File: src/rtl/integ_pkg.sv
// Shared defaults for the lag integrator bank.
// Assumes: the short prescaler is at least one bit and no longer than the long one.
package integ_pkg;
    localparam int unsigned DEF_NLAG      = 16;
    localparam int unsigned DEF_OUT_W     = 16;
    localparam int unsigned DEF_PRE_LONG  = 4;
    localparam int unsigned DEF_PRE_SHORT = 2;
endpackage

File: src/rtl/integ_lane.sv
// One lane: a selectable-length prescaler feeding a saturating kept counter.
// Assumes: short_i is stable within an integration; clear_i has priority over restart_i.
module integ_lane #(
    parameter int unsigned PRE_LONG  = integ_pkg::DEF_PRE_LONG,
    parameter int unsigned PRE_SHORT = integ_pkg::DEF_PRE_SHORT,
    parameter int unsigned OUT_W     = integ_pkg::DEF_OUT_W
) (
    input  logic             clk,
    input  logic             rst_n,
    input  logic             clear_i,
    input  logic             restart_i,
    input  logic             carry_i,
    input  logic             short_i,
    output logic [OUT_W-1:0] kept_o
);
    localparam logic [PRE_LONG-1:0] LIM_LONG  = PRE_LONG'((64'd1 << PRE_LONG) - 64'd1);
    localparam logic [PRE_LONG-1:0] LIM_SHORT = PRE_LONG'((64'd1 << PRE_SHORT) - 64'd1);
    localparam logic [OUT_W-1:0]    KEPT_MAX  = '1;

    logic [PRE_LONG-1:0] pre_q;
    logic [OUT_W-1:0]    kept_q;
    logic [PRE_LONG-1:0] pre_lim;
    logic                wrap;

    // Pick the prescaler terminal value and detect a wrap on this carry.
    always_comb begin
        pre_lim = short_i ? LIM_SHORT : LIM_LONG;
        wrap    = carry_i && (pre_q >= pre_lim);
    end

    // Advance the prescaler and pass wraps into the saturating kept counter.
    always_ff @(posedge clk) begin
        if (!rst_n || clear_i) begin
            pre_q  <= '0;
            kept_q <= '0;
        end else if (restart_i) begin
            pre_q  <= carry_i ? PRE_LONG'(1) : '0;
            kept_q <= '0;
        end else if (carry_i) begin
            if (wrap) begin
                pre_q  <= '0;
                kept_q <= (kept_q == KEPT_MAX) ? kept_q : kept_q + OUT_W'(1);
            end else begin
                pre_q <= pre_q + PRE_LONG'(1);
            end
        end
    end

    assign kept_o = kept_q;
endmodule

File: src/rtl/integ_store.sv
// Per-lag holding store: loads all lanes at once, read combinationally by index.
// Assumes: an address at or beyond NLAG reads as zero.
module integ_store #(
    parameter int unsigned NLAG  = integ_pkg::DEF_NLAG,
    parameter int unsigned OUT_W = integ_pkg::DEF_OUT_W,
    parameter int unsigned AW    = (NLAG > 1) ? $clog2(NLAG) : 1
) (
    input  logic                        clk,
    input  logic                        rst_n,
    input  logic                        load_i,
    input  logic [NLAG-1:0][OUT_W-1:0]  wr_i,
    input  logic [AW-1:0]               rd_addr_i,
    output logic [OUT_W-1:0]            rd_data_o,
    output logic [NLAG-1:0][OUT_W-1:0]  words_o
);
    logic [NLAG-1:0][OUT_W-1:0] words_q;

    // Capture every lane's word on a load, otherwise hold.
    always_ff @(posedge clk) begin
        if (!rst_n) begin
            words_q <= '0;
        end else if (load_i) begin
            words_q <= wr_i;
        end
    end

    // Select the addressed word without a register stage.
    always_comb begin
        rd_data_o = '0;
        for (int k = 0; k < NLAG; k++) begin
            if (32'(rd_addr_i) == k) rd_data_o = words_q[k];
        end
    end

    assign words_o = words_q;
endmodule

File: src/rtl/integ_bank.sv
// Bank of lag integrators with a held readout store.
// Assumes: start_i and xfer_i are single-cycle strobes; short_i changes only after a restart.
module integ_bank #(
    parameter int unsigned NLAG      = integ_pkg::DEF_NLAG,
    parameter int unsigned OUT_W     = integ_pkg::DEF_OUT_W,
    parameter int unsigned PRE_LONG  = integ_pkg::DEF_PRE_LONG,
    parameter int unsigned PRE_SHORT = integ_pkg::DEF_PRE_SHORT,
    parameter int unsigned AW        = (NLAG > 1) ? $clog2(NLAG) : 1
) (
    input  logic             clk,
    input  logic             rst_n,
    input  logic             start_i,
    input  logic             xfer_i,
    input  logic             short_i,
    input  logic [NLAG-1:0]  carry_i,
    input  logic [AW-1:0]    rd_addr_i,
    output logic [OUT_W-1:0] rd_data_o
);
    logic [NLAG-1:0][OUT_W-1:0] main_q;
    logic [NLAG-1:0][OUT_W-1:0] store_q;

    for (genvar g = 0; g < NLAG; g++) begin : g_lane
        integ_lane #(
            .PRE_LONG (PRE_LONG),
            .PRE_SHORT(PRE_SHORT),
            .OUT_W    (OUT_W)
        ) i_lane (
            .clk      (clk),
            .rst_n    (rst_n),
            .clear_i  (start_i),
            .restart_i(xfer_i),
            .carry_i  (carry_i[g]),
            .short_i  (short_i),
            .kept_o   (main_q[g])
        );
    end

    integ_store #(
        .NLAG (NLAG),
        .OUT_W(OUT_W),
        .AW   (AW)
    ) i_store (
        .clk      (clk),
        .rst_n    (rst_n),
        .load_i   (xfer_i),
        .wr_i     (main_q),
        .rd_addr_i(rd_addr_i),
        .rd_data_o(rd_data_o),
        .words_o  (store_q)
    );
endmodule

File: config.mk
export PLATFORM = sky130hd
export DESIGN_NAME = integ_bank
export DESIGN_NICKNAME = d
export VERILOG_FILES = /design/src/rtl/integ_pkg.sv /design/src/rtl/integ_lane.sv /design/src/rtl/integ_store.sv /design/src/rtl/integ_bank.sv
export SDC_FILE = /design/constraint.sdc
export NUM_CORES = 1
export LEC_CHECK = 0
export BUFFER_PORTS_ARGS = -buffer_cell sky130_fd_sc_hd__buf_4
export CAP_MARGIN = 20
export CORE_ASPECT_RATIO = 1.2
export CORE_MARGIN = 2
export CORE_UTILIZATION = 60
export CTS_BUF_LIST = sky130_fd_sc_hd__clkbuf_16
export CTS_CLUSTER_SIZE = 40
export DETAILED_ROUTE_END_ITERATION = 16
export PLACE_DENSITY = 0.78
export SYNTH_ARGS = -nofsm -noshare
export SYNTH_HDL_FRONTEND = slang
export SYNTH_SLANG_ARGS = --single-unit
File: constraint.sdc
create_clock -name clk -period 4.5 [get_ports clk]
set_clock_uncertainty 0.05 [all_clocks]
set_input_delay 0.45 -clock clk [delete_from_list [all_inputs] [get_ports clk]]
set_output_delay 0.45 -clock clk [all_outputs]
set_load 0.03 [all_outputs]
## After elaboration in Yosys (flattened, before gate mapping)

Cells that the tools add are included.

- Add/subtract/negate cells: 32
- Shift-type cells: 0
- Eq/ne operators: 31
- Multipliers: 0
- Muxes and demuxes: 81
- Bitwise operators: 16
- Order comparisons: 16
- Reduce and logical (&&, ||, !) cells: 52
- Divide/modulo/power cells: 0

Operators by type and width:

| operator | number |
|---|---|
| $add 16x1->16 const B | 16 |
| $eq 16x16->1 const B | 16 |
| $mux 16 | 16 |
| $mux 4 | 49 |
| $add 4x1->4 const B | 16 |
| $ge 4x4->1 | 16 |
| $reduce_and 3->1 | 16 |
| $eq 4x4->1 const B | 8 |
| $reduce_bool 2->1 | 16 |
| $eq 4x3->1 const B | 4 |
| $logic_and 1x1->1 | 16 |
| $mux 1 | 16 |
| $not 1->1 | 16 |
| $eq 4x2->1 const B | 2 |
| $eq 4x1->1 const B | 1 |
| $logic_not 4->1 | 1 |
| $reduce_or 2->1 | 1 |
| $logic_not 1->1 | 1 |
| $logic_or 1x1->1 | 1 |

- Word-level logic and storage cells: 276
- Memories: 0
- Latch bits: 0
- Input bits: 25
- Register bits after elaboration: 576
- Memory bits (writable): 0
- ROM bits: 0

## Logic depth before layout (Yosys ltp)

Gate-level depths: netlist (run 1).

- Depth in word-level cells: 17
- Gate-level depth with buffers: 8
- Gate-level depth less buffers: 6

## Modules after synthesis

Synthesis (run 1) repeated with hierarchy kept, for this count alone.

- Cells, all modules: 3384
- Area, all modules: 30088.9 µm²

Modules (own cells, without submodules):

| module | cells an instance | instances | area an instance (µm²) |
|---|---|---|---|
| integ_lane (g_lane[0].i_lane ...) | 138 | 15 | 1121.1 |
| integ_store | 1176 | 1 | 12152.9 |
| integ_lane (g_lane[9].i_lane) | 138 | 1 | 1119.8 |

## Worst setup path after synthesis (run 1)

Ideal clock, no wire load.

- Kind: input to output
- Start point: input port rd_addr_i[0]
- End point: output port rd_data_o[12]
- Stages: 7
- Slack: 1821 ps
- Arrival: 2179 ps
- Path through: buf_2 > buf_2 > buf_2 > a21oi_1 > o21ai_0 > a21oi_1 > a211oi_1

- Cells in the longest elaborated chain, start to end: 17
- Elaborated cells on any way between the ends: 32

RTL lines:

| what | line | source |
|---|---|---|
| start, declared | integ_bank.sv:16 | `input logic [AW-1:0] rd_addr_i,` |
| $logic_not 4->1 | integ_store.sv:31 | `if (32'(rd_addr_i) == k) rd_data_o = words_q[k];` |
| $mux 16 (15 in a row) | integ_store.sv:31 |  |
| $mux 16 (*) | integ_store.sv:31 |  |
| end, declared | integ_bank.sv:17 | `output logic [OUT_W-1:0] rd_data_o` |

Every way passes the cells marked *; elsewhere a longest branch is shown, timed or not.

## Worst setup path after layout (run 1)

- Start point: input port rd_addr_i[0]
- End point: output port rd_data_o[9]

Same word-level chain as after synthesis.

==> metrics.txt, run 1 <==
non-filler instance count after layout 3,691; crit path capture type primary output; initial antenna violation count 1; Avg Cell Area, Syn 9.14 sq um; Critical Path AT 2.99 ns; vias after detailed routing 22,701; Mapped Area 0.0281 sq mm; FP Rows 86; layout overhead on the synthesized area 8.60%; layout cell share with drive strength beyond 1 7.61%; CTS H-Tree Depth 2; syn_nets 3,165; largest net degree at the start of global routing 121; clock share of power 45.3%; io pins 41; Power Density 338 mW/mm^2; dpl cells 3,585; Synth warnings 0; DP HPWL 51,900 um; GPL Wtd Cong 0.947; total routing usage reported by global routing 29.8%; ANT cells 0; outcome finished, final reports clean; top-area cell type share of the netlist area 41.0%; First-pass DRT Iterations 5; Cell Int Power 7.96 mW; RSZ-0062 raised after global routing no; Cell Chain, Critical Path buf_4, nor2b_1, a221oi_1, nor2_1, a221oi_1, o22ai_1, buf_4; Total Power 10.3 mW; clock sink count 576; largest buffer count on any clock path 3; worst skew pair latency 0.63 ns; vias per cell 6.15; sw power 2.37 mW; post-route clock period utilization 77.6%; Final Util 66.2%; synth cell count leaders 576 x dfxtp_1, 292 x mux2i_1, 281 x nor2_1; count leader, synth dfxtp_1; core area 0.0462 sq mm; Combinational Power Share 5.2%; DRT iter0 DRCs 1,631; Sw Ratio 22.9%; startpoint types input pin; Critical Path Max Stage Delay 0.52 ns; Hold Path Class in -> reg; # Post-CTS Setup Buffers 0; max_cap viols 0; Post-Syn Instances 3,076; cts bufs inserted 57; fillers 3,668; delay-heaviest family, CP compound AO/OA/AOI/OAI gates; grt total ovfl 0; nets 3,117; vias in the first global route 21,640; Placed Area 0.0287 sq mm; Routed Antenna Nets 0; Die Ht 241 um; Fin Setup TNS 0 ns; ys flop type dfxtp_1; critical path fanouts, max 52; post-synthesis cell type count 86; asr flop ratio synth 0%; post-synthesis sequential area ratio 41.0%; slowest stage cell, crit path buf_4; final hold violations 0; Clock Pin Slew Worst Setup and Hold Paths 0.06 ns; starting density of the core 60.9%; Synth area leader dfxtp_1; Slew headroom 33.3%; Setup Viol. Count Final 0; Hold Buf Count CTS 0; post-CTS sizing 0; CTS tree done; EDFF count, synth 0; Die Wd 202 um; IO Port Bufs 40; clk root buf clkbuf_16; maximum VDD drop 0.000332 V; fmax 286 MHz; Yosys reg bits 576; final instance area 0.0305 sq mm; DRC 0; Critical path buffers and inverters 2; WL/cell 20.1 um; sequential power share 49.5%; top cells by area, synth dfxtp_1 41%, mux2i_1 10%, nor2b_1 6.1%; Worst Tran Pin Value 0.998 ns; final slew viol count 0; CP Class in -> out; post-route minimum period 3.49 ns; Leak 11.0 nW; worst path required time 4.00 ns; die area 0.0486 sq mm; Total Wirelength 74,100 um; global-route wire length before repair 117,000 um
-- layout by cell type, fill, tap and decap left out, drive strengths merged, types with 29 or more instances in the layout --
master	netlist	layout
or3	33	33
nor2b	274	274
xnor2	56	56
mux2	40	40
and3	42	42
clkinv	2	31
nand3	129	129
inv	16	29
buf	63	56
a21oi	122	122
nor2	281	281
nor3	48	48
and4	30	30
nand2	150	150
ha	64	64
o21ai	137	137
dfxtp	576	576
nand4	94	94
o211ai	33	33
clkbuf	100	59
xor2	116	116
mux2i	292	292
nand2b	31	31
a211oi	44	44
-- per-layer routing --
layer  vias up  track usage, %  share of wire [%]
met5         -               0              0.020
met1     10902            37.3                 43
met3       169            3.47                4.4
met2       588            51.0                 48
met4         2            15.7                5.0
li1      11040               -                  -
-- layout make-up --
type	count	area, sq um	share of cell area [%]
multi-input cells	2319	15900	51.9
well taps	616	771	2.52
clock inverters	47	350	1.15
clock buffers	59	1480	4.83
inverters	18	67.6	0.221
flip-flops and latches	576	11500	37.7
repair buffers	56	494	1.62
-- path summary, 6_finish.rpt --
kind | from | endpoint | slack [ns] | cells past startpoint
max | rd_addr_i[0] | rd_data_o[9] | 1.01 | 7
min | carry_i[1] | g_lane[1].i_lane.pre_q[1] | 0.1 | 3
min reg2reg | g_lane[15].i_lane.pre_q[1] | g_lane[15].i_lane.pre_q[1] | 0.43 | 2
max reg2reg | g_lane[9].i_lane.kept_o[3] | g_lane[9].i_lane.kept_o[15] | 2.07 | 5
-- kinds of logic after synthesis --
group | share of synthesized area (%)
simple gates | 24.7
fa+ha+maj | 2.85
flops | 41.0
xor+xnor | 5.36
compound gates | 11.3
buf+inv | 2.70
mux | 12.2
-- metrics by stage --
step	hold slack [ns]	worst slack, ns
5_1_grt	0.0955	0.839
3_5_place_dp	0.426	1.07
4_1_cts	0.0697	1.08
6_report	0.0970	1.01
3_3_place_gp	0.407	1.11
2_1_floorplan	0.394	1.82
-- state kept, by name, indices dropped and copies added, names as in the netlist --
name	count
g_lane.i_lane.kept_o	256
i_store.words_o	256
g_lane.i_lane.pre_q	64
-- tightest hold or removal path: stages --
cell and delay, ns:
buf_4 0.14, nand3_1 0.08, a21oi_1 0.06
-- power groups by stage --
stage	sequential [mW]	combinational [mW]	clock [mW]
2_1_floorplan	5.22	0.377	0
5_1_grt	5.11	0.563	4.96
3_5_place_dp	5.23	0.523	0
6_report	5.11	0.534	4.68
3_3_place_gp	5.22	0.513	0
4_1_cts	5.11	0.524	4.75
No activity file was read; power rests on OpenSTA's default activity.
==> run 2: changes to the inputs <==
Clock period 4.5 ns to 3.6 ns, I/O delays scaled along.
==> metrics.txt, run 2 (same netlist as run 1, synthesis figures left out) <==
worst hold margin 0.0304 ns (-0.0665 ns); CTS tree done; io pins 41 (unchanged); global-route wire length before repair 119,000 um (+1.8%); critical path fanouts, max 55 (+5.8%); # Post-CTS Setup Buffers 0 (unchanged); initial antenna violation count 2 (+1); Setup Viol. Count Final 0 (unchanged); clk root buf clkbuf_16; Leak 11.1 nW (+0.75%); Total Wirelength 75,000 um (+1.3%); die area 0.0486 sq mm (unchanged); cts bufs inserted 57 (unchanged); Die Wd 202 um (unchanged); Critical Path AT 2.60 ns (-0.39 ns); Routed Antenna Nets 0 (unchanged); largest net degree at the start of global routing 116 (-4.1%); final slew viol count 0 (unchanged); fmax 333 MHz; layout overhead on the synthesized area 9.29%; worst path required time 3.19 ns (-0.81 ns); clock sink count 576 (unchanged); CTS H-Tree Depth 2 (unchanged); most common cell after layout, fill and taps aside dfxtp_1; max_cap viols 0 (unchanged); Clock Pin Slew Worst Setup and Hold Paths 0.06 ns (about the same); Slew headroom 29.9% (-3.4 points); Power Density 426 mW/mm^2 (+26%); post-route minimum period 3.01 ns; First-pass DRT Iterations 6 (+1); post-route clock period utilization 83.5%; RSZ-0062 raised after global routing no; final hold violations 0 (unchanged); CP Class in -> out; vias per cell 6.23 (+1.4%); vias after detailed routing 23,121 (+1.9%); layout cell share with drive strength beyond 1 7.92% (+0.31 points); maximum VDD drop 0.000365 V (+10%); Worst Tran Pin Value 1.05 ns (+0.0530 ns); DRT iter0 DRCs 1,802 (+10%); vias in the first global route 22,194 (+2.6%); largest buffer count on any clock path 3 (unchanged); ANT cells 0 (unchanged); outcome finished, final reports clean; GPL Wtd Cong 1.02 (+7.5%); starting density of the core 60.9% (unchanged); FP Rows 86 (unchanged); DRC 0 (unchanged); Hold Path Class in -> reg; DP HPWL 52,500 um (+1.2%); Fin Setup TNS 0 ns (unchanged); grt total ovfl 0 (unchanged); startpoint types input pin; worst skew pair latency 0.61 ns (-0.02 ns); IO Port Bufs 40 (unchanged); nets 3,136 (+0.61%); core area 0.0462 sq mm (unchanged); reg2reg setup slack 1.00 ns (-1.07 ns); crit path capture type primary output; WL/cell 20.2 um (+0.77%); most frequent cells in the layout 576 x dfxtp_1, 292 x mux2i_1, 280 x nor2_1; Die Ht 241 um (unchanged); total routing usage reported by global routing 30.4% (+0.50 points)
==> run 2: changes by cell type in the layout (fill, tap and decap cells not counted) <==
| cell | before | now |
|---|---|---|
| clkinv_2 | 14 | 12 |
| clkinvlp_4 | 0 | 2 |
| clkinv_4 | 1 | 0 |
| bufinv_16 | 5 | 9 |
| buf_4 | 49 | 63 |
| dlygate4sd3_1 | 0 | 5 |
| inv_6 | 4 | 0 |
| inv_1 | 25 | 22 |
| clkinv_1 | 16 | 21 |
| clkbuf_16 | 59 | 57 |
==> run 2: final cells by class <==
cell class,instances,area (sq um)
Clock buffer,57,1430
Clock inverter,48,439
Fill cell,3725,15400
Inverter,18,67.6
Multi-Input combinational cell,2319,15900
Sequential cell,576,11500
Tap cell,616,771
Timing Repair Buffer,75,649
==> run 2: path summary, 6_finish.rpt <==
kind                                            startpoint                           to  depth (start not counted)
worst min register to register   g_lane[9].i_lane.pre_q[2]    g_lane[9].i_lane.pre_q[2]                          2
worst max register to register  g_lane[9].i_lane.kept_o[2]  g_lane[9].i_lane.kept_o[15]                          5
worst max-delay path                          rd_addr_i[1]                 rd_data_o[9]                          7
worst min-delay path                            carry_i[9]    g_lane[9].i_lane.pre_q[1]                          3
==> run 2: power by group <==
part	internal, mW	switching [mW]	total [mW]
clock	3.50	2.50	6.01
sequential	6.38	0.00885	6.39
combinational	0.255	0.427	0.683
total	10.1	2.94	13.1
==> run 2: metrics by stage <==
| step | util (%) | cells | cell area (sq um) | power (mW) | setup WS, ns |
|---|---|---|---|---|---|
| floorplan | - | 3076 | 28100 | 7.00 | 1.10 |
| global placement | 62.4 | 3599 | 28800 | 7.18 | 0.761 |
| detailed placement | 62.4 | 3599 | 28800 | 7.20 | 0.671 |
| CTS | 66.6 | 3709 | 30700 | 13.2 | 0.678 |
| global route | 66.6 | 3709 | 30700 | 13.5 | 0.481 |
| finish | 66.6 | 3709 | 30700 | 13.1 | 0.593 |
==> run 2: routing by layer <==
metal	track usage [%]	wire length, um
met3	4.37	3930
met4	15.5	4110
met5	0	0
met1	36.7	30800
met2	52.9	36200
==> run 2: what timing repair did <==
action,CTS,global route
hold buffers,5,0
resized for setup,0,0
hold endpoints to repair,9,0
==> run 2: critical path: stages <==
cell      delay, ns
buf_4          0.43
clkinv_1       0.35
a221oi_1       0.36
nor2_1         0.10
a221oi_1       0.47
o22ai_1        0.28
buf_4          0.24
